**src/rtl/sar_seq_pkg.sv**
```systemverilog
package sar_seq_pkg;
    typedef enum logic [1:0] {
        S_TRACK  = 2'd0,
        S_EXTEND = 2'd1,
        S_PEND   = 2'd2,
        S_CONV   = 2'd3
    } sar_state_e;
endpackage

```
**src/rtl/sar_start_sync.sv**
```systemverilog
module sar_start_sync (
    input  logic clk,
    input  logic rst_n,
    input  logic pin_i,
    output logic level_o,
    output logic rise_o
);
    logic meta_q, sync_q, prev_q;

    always_ff @(posedge clk or negedge rst_n) begin
        if (!rst_n) begin
            meta_q <= 1'b0;
            sync_q <= 1'b0;
            prev_q <= 1'b0;
        end else begin
            meta_q <= pin_i;
            sync_q <= meta_q;
            prev_q <= sync_q;
        end
    end

    assign level_o = sync_q;
    assign rise_o  = sync_q & ~prev_q;
endmodule

```
**src/rtl/sar_clk_div.sv**
```systemverilog
module sar_clk_div #(
    parameter int DIV_W = 4
) (
    input  logic             clk,
    input  logic             rst_n,
    input  logic             run_i,
    input  logic [DIV_W-1:0] div_i,
    input  logic             lowpwr_i,
    output logic             tick_o
);
    logic [DIV_W-1:0] eff;
    logic [DIV_W-1:0] cnt_q;

    always_comb begin
        eff = div_i;
        if (eff == '0)
            eff = DIV_W'(1);
        if (lowpwr_i && eff < DIV_W'(2))
            eff = DIV_W'(2);
    end

    assign tick_o = run_i && (cnt_q == eff - DIV_W'(1));

    always_ff @(posedge clk or negedge rst_n) begin
        if (!rst_n)
            cnt_q <= '0;
        else if (!run_i || tick_o)
            cnt_q <= '0;
        else
            cnt_q <= cnt_q + DIV_W'(1);
    end

    // with the low-power clamp, two ticks are never adjacent
    p_tick_gap_r6: assert property (@(posedge clk) disable iff (!rst_n)
        (tick_o && lowpwr_i) |=> !tick_o);
endmodule

```
**src/rtl/sar_trk_timer.sv**
```systemverilog
module sar_trk_timer #(
    parameter int TRK_W = 8
) (
    input  logic             clk,
    input  logic             rst_n,
    input  logic             closed_i,
    input  logic [TRK_W-1:0] min_i,
    output logic             ready_o
);
    logic [TRK_W-1:0] cnt_q;

    always_ff @(posedge clk or negedge rst_n) begin
        if (!rst_n)
            cnt_q <= '0;
        else if (!closed_i)
            cnt_q <= '0;
        else if (cnt_q != '1)
            cnt_q <= cnt_q + TRK_W'(1);
    end

    assign ready_o = (cnt_q >= min_i);
endmodule

```
**src/rtl/sar_bit_engine.sv**
```systemverilog
module sar_bit_engine #(
    parameter int RES_W = 10
) (
    input  logic             clk,
    input  logic             rst_n,
    input  logic             load_i,
    input  logic             step_i,
    input  logic             cmp_i,
    output logic [RES_W-1:0] trial_o,
    output logic [RES_W-1:0] final_o,
    output logic             last_o
);
    localparam int IDX_W = $clog2(RES_W);
    localparam logic [IDX_W-1:0] TOP_IDX = IDX_W'(RES_W - 1);
    localparam logic [RES_W-1:0] MSB_ONLY = RES_W'(1) << (RES_W - 1);

    logic [RES_W-1:0] acc_q;
    logic [IDX_W-1:0] idx_q;
    logic [RES_W-1:0] bit_mask;

    assign bit_mask = RES_W'(1) << idx_q;
    assign trial_o  = acc_q | bit_mask;
    assign final_o  = cmp_i ? (acc_q | bit_mask) : acc_q;
    assign last_o   = (idx_q == '0);

    always_ff @(posedge clk or negedge rst_n) begin
        if (!rst_n) begin
            acc_q <= '0;
            idx_q <= TOP_IDX;
        end else if (load_i) begin
            acc_q <= '0;
            idx_q <= TOP_IDX;
        end else if (step_i) begin
            acc_q <= final_o;
            if (idx_q != '0)
                idx_q <= idx_q - IDX_W'(1);
        end
    end

    // the first trial after a load is the MSB alone
    p_first_trial_r4: assert property (@(posedge clk) disable iff (!rst_n)
        load_i |=> (trial_o == MSB_ONLY));
endmodule

```
**src/rtl/sar_conv_seq.sv**
```systemverilog
module sar_conv_seq
    import sar_seq_pkg::*;
#(
    parameter int RES_W    = 10,
    parameter int DIV_W    = 4,
    parameter int TRK_W    = 8,
    parameter int EXT_CLKS = 3
) (
    input  logic             clk,
    input  logic             rst_n,
    input  logic             cnv_start_i,
    input  logic             trk_mode_i,
    input  logic [DIV_W-1:0] clk_div_i,
    input  logic             lowpwr_i,
    input  logic [TRK_W-1:0] min_trk_i,
    input  logic             cmp_above_i,
    output logic             trk_sw_o,
    output logic [RES_W-1:0] dac_code_o,
    output logic [RES_W-1:0] result_o,
    output logic             done_o
);
    localparam int EXT_W = $clog2(EXT_CLKS + 1);
    localparam logic [EXT_W-1:0] EXT_LAST = EXT_W'(EXT_CLKS - 1);

    sar_state_e       state_q, state_d;
    logic             start_lvl, start_rise;
    logic             sar_tick, trk_ready;
    logic             div_run, conv_load, conv_step;
    logic             eng_last;
    logic [RES_W-1:0] eng_trial, eng_final;
    logic [EXT_W-1:0] ext_q;
    logic [RES_W-1:0] result_q;
    logic             done_q;

    sar_start_sync u_sync (
        .clk     (clk),
        .rst_n   (rst_n),
        .pin_i   (cnv_start_i),
        .level_o (start_lvl),
        .rise_o  (start_rise)
    );

    sar_clk_div #(.DIV_W(DIV_W)) u_div (
        .clk      (clk),
        .rst_n    (rst_n),
        .run_i    (div_run),
        .div_i    (clk_div_i),
        .lowpwr_i (lowpwr_i),
        .tick_o   (sar_tick)
    );

    sar_trk_timer #(.TRK_W(TRK_W)) u_trk (
        .clk      (clk),
        .rst_n    (rst_n),
        .closed_i (trk_sw_o),
        .min_i    (min_trk_i),
        .ready_o  (trk_ready)
    );

    sar_bit_engine #(.RES_W(RES_W)) u_eng (
        .clk     (clk),
        .rst_n   (rst_n),
        .load_i  (conv_load),
        .step_i  (conv_step),
        .cmp_i   (cmp_above_i),
        .trial_o (eng_trial),
        .final_o (eng_final),
        .last_o  (eng_last)
    );

    assign div_run   = (state_q == S_EXTEND) || (state_q == S_CONV);
    assign conv_load = (state_d == S_CONV) && (state_q != S_CONV);
    assign conv_step = (state_q == S_CONV) && sar_tick;

    // state register
    always_ff @(posedge clk or negedge rst_n) begin
        if (!rst_n)
            state_q <= S_TRACK;
        else
            state_q <= state_d;
    end

    // next-state logic
    always_comb begin
        state_d = state_q;
        unique case (state_q)
            S_TRACK: begin
                if (start_rise) begin
                    if (trk_mode_i)
                        state_d = S_EXTEND;
                    else if (trk_ready)
                        state_d = S_CONV;
                    else
                        state_d = S_PEND;
                end
            end
            S_EXTEND: begin
                if (sar_tick && ext_q == EXT_LAST)
                    state_d = trk_ready ? S_CONV : S_PEND;
            end
            S_PEND: begin
                if (trk_ready)
                    state_d = S_CONV;
            end
            S_CONV: begin
                if (sar_tick && eng_last)
                    state_d = S_TRACK;
            end
            default: state_d = S_TRACK;
        endcase
    end

    // extension tick counter
    always_ff @(posedge clk or negedge rst_n) begin
        if (!rst_n)
            ext_q <= '0;
        else if (state_q != S_EXTEND)
            ext_q <= '0;
        else if (sar_tick)
            ext_q <= ext_q + EXT_W'(1);
    end

    // outputs
    always_comb begin
        trk_sw_o   = 1'b0;
        dac_code_o = '0;
        unique case (state_q)
            S_TRACK:  trk_sw_o = trk_mode_i ? 1'b1 : ~start_lvl;
            S_EXTEND: trk_sw_o = 1'b1;
            S_PEND:   trk_sw_o = 1'b1;
            S_CONV:   dac_code_o = eng_trial;
            default:  trk_sw_o = 1'b0;
        endcase
    end

    always_ff @(posedge clk or negedge rst_n) begin
        if (!rst_n) begin
            result_q <= '0;
            done_q   <= 1'b0;
        end else if (conv_step && eng_last) begin
            result_q <= eng_final;
            done_q   <= 1'b1;
        end else begin
            done_q   <= 1'b0;
        end
    end

    assign result_o = result_q;
    assign done_o   = done_q;

    // the done pulse lasts one cycle
    p_done_pulse_r8: assert property (@(posedge clk) disable iff (!rst_n)
        done_o |=> !done_o);

    // the result moves only with done
    p_result_hold_r8: assert property (@(posedge clk) disable iff (!rst_n)
        !done_o |-> $stable(result_o));

    // entry into conversion follows a met tracking minimum
    p_min_trk_r5: assert property (@(posedge clk) disable iff (!rst_n)
        $rose(state_q == S_CONV) |-> $past(trk_ready));

    // a start edge during a conversion does not disturb it
    p_ignore_start_r9: assert property (@(posedge clk) disable iff (!rst_n)
        (state_q == S_CONV && start_rise) |=> (state_q == S_CONV || done_o));
endmodule

```
**config.mk**
```make
export PLATFORM = sky130hd
export DESIGN_NAME = sar_conv_seq
export DESIGN_NICKNAME = d
export VERILOG_FILES = /design/src/rtl/sar_seq_pkg.sv /design/src/rtl/sar_start_sync.sv /design/src/rtl/sar_clk_div.sv /design/src/rtl/sar_trk_timer.sv /design/src/rtl/sar_bit_engine.sv /design/src/rtl/sar_conv_seq.sv
export SDC_FILE = /design/constraint.sdc
export NUM_CORES = 1
export LEC_CHECK = 0
export ABC_CLOCK_PERIOD_IN_PS = 3100
export BUFFER_PORTS_ARGS = -buffer_cell sky130_fd_sc_hd__buf_2
export CAP_MARGIN = 20
export CORE_AREA = 8 8 79 81
export DETAILED_ROUTE_END_ITERATION = 7
export DIE_AREA = 0 0 87 89
export MAX_ROUTING_LAYER = met4
export PLACE_DENSITY_LB_ADDON = 0.25
export SKIP_LAST_GASP = 1
export SLEW_MARGIN = 30
export SYNTH_ARGS = -nofsm -noshare
export SYNTH_HDL_FRONTEND = slang
export SYNTH_HIERARCHICAL = 1
export SYNTH_SLANG_ARGS = --single-unit
```
**constraint.sdc**
```tcl
create_clock -name clk -period 3.1 [get_ports clk]
set_input_delay 0.62 -clock clk [delete_from_list [all_inputs] [get_ports clk]]
set_output_delay 0.62 -clock clk [all_outputs]
set_load 0.1 [all_outputs]
```
# Word-level counts from Yosys, hierarchy flattened
# Index checks and enable logic that the tools add are counted.
[classes]
n_addsub = 5
shifts = 1
reduce_logical = 19
eq_ne = 10
magnitude_cmp = 2
mux = 24
n_bitwise = 4
[op_table]
columns = ["operator", "n"]
rows = [
  ["$mux 10", 4],
  ["$mux 4", 6],
  ["$mux 8", 2],
  ["$mux 2", 7],
  ["$or 10x10->10", 1],
  ["$shl 1x4->10 const A", 1],
  ["$add 8x1->8 const B", 1],
  ["$eq 2x2->1 const B", 4],
  ["$ge 8x8->1", 1],
  ["$logic_not 4->1", 2],
  ["$ne 8x8->1 const B", 1],
  ["$pmux 2 s4", 1],
  ["$sub 4x1->4 const B", 2],
  ["$logic_and 1x1->1", 7],
  ["$reduce_bool 2->1", 3],
  ["$add 4x1->4 const B", 1],
  ["$eq 4x4->1", 1],
  ["$lt 4x2->1 const B", 1],
  ["$ne 2x2->1 const B", 2],
  ["$reduce_bool 4->1", 1],
  ["$mux 1", 3],
  ["$add 2x1->2 const B", 1],
  ["$eq 2x1->1 const B", 1],
  ["$logic_not 2->1", 1],
  ["other kinds (8)", 10],
]
[word_totals]
regBits = 44
out_inout_bits = 22

# Logic depth before layout (Yosys ltp)
[depth]
word_depth = 15
mapped_depth = 16

# Hierarchy
# The synthesis kept the hierarchy.
[by_module_without_submodules]
columns = ["module", "area_each_um2", "instances", "cells_per_inst"]
rows = [
  ["sar_conv_seq", 917.1, 1, 82],
  ["sar_bit_engine", 878.3, 1, 91],
  ["sar_trk_timer", 589.3, 1, 61],
  ["sar_clk_div", 307.8, 1, 31],
  ["sar_start_sync", 88.8, 1, 4],
]

# Worst setup path before layout
# OpenSTA, ideal clock, no wires.
[synth_path]
path_type = "input-to-reg"
startpoint = "in clk_div_i[3]"
endpoint = "reg u_eng.acc_q[3]"
arrival_ns = 3.774
required_ns = 2.979
n_path_buf = 2
setup_time_ns = 0.121
cell_stages = 16
slack_ns = -0.795
cell_sequence = "or4_4 and2_2 ha_1 xnor2_1 xnor2_1 a2111oi_4 and2_1 buf_4 nand4b_1 a31oi_1 nand3_1 a211oi_1 clkbuf_1 nor2_1 and4b_1 a22o_1"
[synth_via]
elab_chain_cells = 14
elab_cells_between_ends = 18
[synth_rtl]
columns = ["element", "line", "source"]
rows = [
  ["start: declaration", "sar_conv_seq.sv:13", "input logic [DIV_W-1:0] clk_div_i,"],
  ["$logic_not 4->1", "sar_clk_div.sv:16", "if (eff == '0)"],
  ["$mux 4 *", "sar_clk_div.sv:16", ""],
  ["$lt 4x2->1", "sar_clk_div.sv:18", "if (lowpwr_i && eff < DIV_W'(2))"],
  ["$logic_and 1x1->1", "sar_clk_div.sv:18", ""],
  ["$mux 4 *", "sar_clk_div.sv:18", ""],
  ["$sub 4x1->4 *", "sar_clk_div.sv:22", "assign tick_o = run_i && (cnt_q == eff - DIV_W'(1));"],
  ["$eq 4x4->1 *", "sar_clk_div.sv:22", ""],
  ["$logic_and 1x1->1 *", "sar_clk_div.sv:22", ""],
  ["net sar_tick", "sar_conv_seq.sv:27", "logic sar_tick, trk_ready;"],
  ["$logic_and 1x1->1 (on tied branches)", "sar_conv_seq.sv:106, sar_conv_seq.sv:98", ""],
  ["$mux 2 (on tied branches)", "sar_conv_seq.sv:106, sar_conv_seq.sv:98", ""],
  ["$pmux 2 s4 *", "sar_conv_seq.sv:86", "unique case (state_q)"],
  ["$eq 2x2->1 *", "sar_conv_seq.sv:72", "assign conv_load = (state_d == S_CONV) && (state_q != S_CONV);"],
  ["$logic_and 1x1->1 *", "sar_conv_seq.sv:72", ""],
  ["net conv_load", "sar_conv_seq.sv:28", "logic div_run, conv_load, conv_step;"],
  ["$mux 10 / $reduce_bool 2->1 (equally long branches)", "-", ""],
  ["end signal: assignment", "sar_bit_engine.sv:34", "acc_q <= final_o;"],
  ["end: declaration", "sar_bit_engine.sv:17", "logic [RES_W-1:0] acc_q;"],
]
# The timed path passes the listed nets; every way through them passes the cells marked *.
# A chain may end at the register's enable or synchronous reset.

# Worst setup path after layout
[layout_path]
startpoint = "in clk_div_i[3]"
endpoint = "reg u_eng.acc_q[1]"
# The elaborated chain is that of the path after synthesis.

==> tab_implementation.tex <==
\begin{tabular}{lr}
\hline
Metric & Value \\
\hline
\multicolumn{2}{l}{\textbf{Synthesis}} \\
\quad Share of flip-flops with an asynchronous set or reset after synthesis & 100.0\% \\
\quad Number of warnings issued by yosys & 6 \\
\quad Cell area after synthesis & 2781 um\^{}2 \\
\quad Gate Count Post-Synth & 269 \\
\quad Most frequently used flop master after synthesis & sky130\_fd\_sc\_hd\_\_dfrtp\_1 \\
\quad Sequential share of the synthesized area & 39.68\% \\
\quad Average cell area after synthesis & 10.34 um\^{}2 \\
\quad Net count after synthesis & 310 \\
\quad Number of enable-type register cells in the synthesized netlist & 0 \\
\quad Cell variety after synth & 60 \\
\quad Number of flip-flops and latches in the synthesized netlist & 44 \\
\multicolumn{2}{l}{\textbf{Place}} \\
\quad HPWL after DPL & 4.592 mm \\
\quad Routability Congestion & 0.8312 \\
\quad Count of input and output buffers & 39 \\
\multicolumn{2}{l}{\textbf{Setup path}} \\
\quad Endpoint class of the critical path & flip-flop \\
\quad CP Launch Type & input pin \\
\quad Arr. time, crit path & 3.64 ns \\
\quad Critical path type & input pin to flip-flop \\
\quad Critical path required time & 3.30 ns \\
\quad Crit-path max FO & 4 \\
\multicolumn{2}{l}{\textbf{Die}} \\
\quad Area inside the core boundary & 4977 um\^{}2 \\
\quad I/O pin count & 40 \\
\quad Die area & 7743 um\^{}2 \\
\quad Row count & 26 \\
\quad Die Span X & 87 um \\
\quad Chip Height & 89 um \\
\quad Initial Utilization & 55.88\% \\
\multicolumn{2}{l}{\textbf{Global routing}} \\
\quad Via count of the first global-routing pass & 2229 \\
\quad Antenna violations before repair & 0 \\
\quad Global-route wire length before repair & 10.94 mm \\
\quad All-layer global routing usage & 18.48\% \\
\quad Maximum number of pins on one net before global-route repair & 45 \\
\quad GRT Residual Overflow & 0 \\
\multicolumn{2}{l}{\textbf{Detailed routing}} \\
\quad Number of antenna-violating nets in the routed design & 0 \\
\quad Number of detailed-routing iterations run before antenna repair & 4 \\
\quad Detailed-route wire length & 6.496 mm \\
\quad First DRT Iteration DRCs & 90 \\
\quad Via-per-instance ratio & 5.560 \\
\quad DRC & 0 \\
\quad Detailed-route wire length per cell & 16.04 um \\
\quad Number of vias in the routed layout & 2252 \\
\multicolumn{2}{l}{\textbf{CTS}} \\
\quad Number of H-tree levels & 2 \\
\quad Total clock buffers created by CTS & 5 \\
\quad Clock Root Buffer & sky130\_fd\_sc\_hd\_\_clkbuf\_8 \\
\quad TritonCTS clock tree & done \\
\quad Worst-skew pair later-pin latency & 0.30 ns \\
\quad Clock-pin slew reported for the worst setup and hold paths after clock tree synthesis & 0.09 ns \\
\quad Buffer levels on the longest clock path & 2 \\
\quad Number of sinks handled by clock tree synthesis & 44 \\
\multicolumn{2}{l}{\textbf{Final layout}} \\
\quad Share of final-layout standard cells stronger than drive strength 1 & 34.93\% \\
\quad P\&R area growth vs syn & 24.70\% \\
\quad Number of antenna diodes & 0 \\
\quad Total Nets Final & 375 \\
\multicolumn{2}{l}{\textbf{STA}} \\
\quad Unrepaired setup endpoints after global routing & true \\
\quad Part of the cycle the worst path needs & 111.2\% \\
\quad Clock period minus final worst setup slack & 3.446 ns \\
\quad Normalized max-slew margin & 46.68\% \\
\quad Max Transition Viols Final & 0 \\
\quad Final hold slack & 0.3018 ns \\
\quad Final setup violation count & 15 \\
\quad Pin slew with the least headroom to its limit & 0.7981 ns \\
\quad Number of hold violations in the final report & 0 \\
\quad Worst-case clock skew & 0.007941 ns \\
\quad Fmax & 290.2 MHz \\
\quad Fin worst setup slack & -0.3457 ns \\
\multicolumn{2}{l}{\textbf{Power and ir drop}} \\
\quad Peak supply drop & 0.0005258 V \\
\quad Post-layout power & 1965 uW \\
\quad Leak Pwr & 0.001848 uW \\
\quad Power density over the cells & 566.6 nW/um\^{}2 \\
\multicolumn{2}{l}{\textbf{Hold path}} \\
\quad Path class of the lowest-slack min-delay path & input pin to async pin \\
\multicolumn{2}{l}{\textbf{Run status}} \\
\quad Violations in the final reports & setup timing \\
\quad Outcome & finished with violations \\
\multicolumn{2}{l}{\textbf{Flow run}} \\
\quad Max-capacitance violation count & 0 \\
\hline
\end{tabular}
routing by layer:
metal	vias to the layer above	part of all wire (%)	GRT usage, %
met3	6	4.1	3.952
met5	-	0	-
met4	0	1.3	5.477
met2	50	50	30.12
li1	1085	-	-
met1	1111	45	22.56
worst paths after layout:
kind / start / endpoint / slack, ns / depth (start not counted)
worst max-delay path: clk_div_i[3] / u_eng/acc_q[1] / -0.35 / 16
worst min-delay path: rst_n / ext_q[1] / 0.30 / 1
worst max register to register: state_q[1] / u_eng/acc_q[1] / 0.20 / 12
worst min register to register: u_sync/meta_q / u_sync/level_o / 0.36 / 0
max in group asynchronous: rst_n / u_trk/cnt_q[3] / 2.41 / 1
min in group clk: u_sync/meta_q / u_sync/level_o / 0.36 / 0
critical path, cell delays in order:
cell	delay, ns
sky130_fd_sc_hd__buf_6	0.09
sky130_fd_sc_hd__or4_4	0.53
sky130_fd_sc_hd__and2_4	0.17
sky130_fd_sc_hd__ha_4	0.17
sky130_fd_sc_hd__xnor2_4	0.13
sky130_fd_sc_hd__xnor2_2	0.16
sky130_fd_sc_hd__a2111oi_4	0.24
sky130_fd_sc_hd__and2_4	0.22
sky130_fd_sc_hd__buf_4	0.11
sky130_fd_sc_hd__nand2_2	0.04
sky130_fd_sc_hd__mux2_4	0.21
sky130_fd_sc_hd__a21oi_4	0.07
sky130_fd_sc_hd__a211oi_4	0.35
sky130_fd_sc_hd__nor2_1	0.08
sky130_fd_sc_hd__and4b_2	0.25
sky130_fd_sc_hd__a22o_1	0.21
final cells by class:
cell class / instances / area (um^2)
Tap cell: 70 / 87.58
Clock buffer: 8 / 90.09
Fill cell: 397 / 1509
Sequential cell: 44 / 1104
Inverter: 19 / 71.32
Multi-Input combinational cell: 197 / 1688
Timing Repair Buffer: 67 / 427.9
report_power, final:
group	leakage [uW]	internal, uW	switching, uW
combinational	0.00121	368	510
sequential	0.000593	632	78.0
clock	0.0000455	182	196
cells by family (layout without fill, tap and decap cells):
logic type	Yosys count	count (layout)	share of synthesized area (%)
mux	12	12	6.028
buf+inv	28	94	4.274
flops	44	44	39.68
simple gates	83	83	17.59
xor+xnor	10	10	3.149
fa+ha+maj	23	23	10.35
compound gates	69	69	18.94
through the flow:
step                setup WS (ns)  std cells  TNS [ns]  instance area, um^2  utilization, %
global route              -0.4537        405    -4.973                 3468           69.68
finish                    -0.3457        405    -3.629                 3468           69.68
CTS                       -0.2851        403    -2.414                 3391           68.12
floorplan                 -0.4506        269    -4.350                 2836               -
global placement          -0.6314        391    -8.573                 3229           64.88
detailed placement        -0.7244        391    -10.67                 3232           64.93
cell usage in the layout, fill, tap and decap left out, types with 3 or more instances in the layout:
cell and instances:
sky130_fd_sc_hd__a21o_1 14, sky130_fd_sc_hd__nand3_1 8, sky130_fd_sc_hd__a31oi_1 6, sky130_fd_sc_hd__buf_2 36, sky130_fd_sc_hd__nand2_1 14, sky130_fd_sc_hd__o21ai_0 5, sky130_fd_sc_hd__inv_1 16, sky130_fd_sc_hd__a22o_1 7
sky130_fd_sc_hd__clkbuf_8 6, sky130_fd_sc_hd__nand2b_1 4, sky130_fd_sc_hd__dfrtp_1 42, sky130_fd_sc_hd__o21bai_1 8, sky130_fd_sc_hd__nor2b_1 5, sky130_fd_sc_hd__buf_4 27, sky130_fd_sc_hd__nor2_1 9, sky130_fd_sc_hd__a21oi_1 6
sky130_fd_sc_hd__ha_1 22, sky130_fd_sc_hd__xnor2_1 5, sky130_fd_sc_hd__buf_6 4, sky130_fd_sc_hd__and2_1 15, sky130_fd_sc_hd__inv_2 3, sky130_fd_sc_hd__mux2_4 10
cells in the mapped netlist, types with 2 or more instances:
master | instances | area share [%]
sky130_fd_sc_hd__a211oi_1 | 2 | 0.54
sky130_fd_sc_hd__a21boi_1 | 2 | 0.54
sky130_fd_sc_hd__a21o_1 | 14 | 3.8
sky130_fd_sc_hd__a21oi_1 | 8 | 1.4
sky130_fd_sc_hd__a22o_1 | 7 | 2.2
sky130_fd_sc_hd__a31o_1 | 2 | 0.63
sky130_fd_sc_hd__a31oi_1 | 6 | 1.3
sky130_fd_sc_hd__a41oi_1 | 2 | 0.63
sky130_fd_sc_hd__and2_1 | 16 | 3.6
sky130_fd_sc_hd__and3_1 | 2 | 0.45
sky130_fd_sc_hd__buf_2 | 2 | 0.36
sky130_fd_sc_hd__clkbuf_1 | 5 | 0.67
sky130_fd_sc_hd__dfrtp_1 | 42 | 38
sky130_fd_sc_hd__dfstp_2 | 2 | 1.9
sky130_fd_sc_hd__ha_1 | 23 | 10
sky130_fd_sc_hd__inv_1 | 17 | 2.3
sky130_fd_sc_hd__inv_2 | 2 | 0.27
sky130_fd_sc_hd__mux2_4 | 9 | 4.9
sky130_fd_sc_hd__nand2_1 | 16 | 2.2
sky130_fd_sc_hd__nand2b_1 | 4 | 0.90
sky130_fd_sc_hd__nand3_1 | 9 | 1.6
sky130_fd_sc_hd__nand4_1 | 2 | 0.45
sky130_fd_sc_hd__nor2_1 | 11 | 1.5
sky130_fd_sc_hd__nor2b_1 | 5 | 1.1
sky130_fd_sc_hd__nor3b_1 | 2 | 0.54
sky130_fd_sc_hd__o21a_1 | 2 | 0.54
sky130_fd_sc_hd__o21ai_0 | 6 | 1.1
sky130_fd_sc_hd__o21bai_1 | 8 | 2.2
sky130_fd_sc_hd__o31ai_1 | 2 | 0.54
sky130_fd_sc_hd__xnor2_1 | 8 | 2.5
sky130_fd_sc_hd__xor2_1 | 2 | 0.63
flip-flops by register name, summed over array words and instances (netlist names):
signal          flops
result_o           10
ext_q               2
u_trk/cnt_q         8
u_eng/acc_q        10
u_sync/meta_q       1
u_sync/level_o      1
done_o              1
state_q             2
u_sync/prev_q       1
u_eng/idx_q         4
u_div/cnt_q         4
repair_timing:
action,in CTS,in global routing
setup endpoints to repair,14,14
pin swaps,4,9
hold buffers,0,0
buffers inserted,4,3
resized for setup,10,12
No activity file was read; power rests on OpenSTA's default activity.
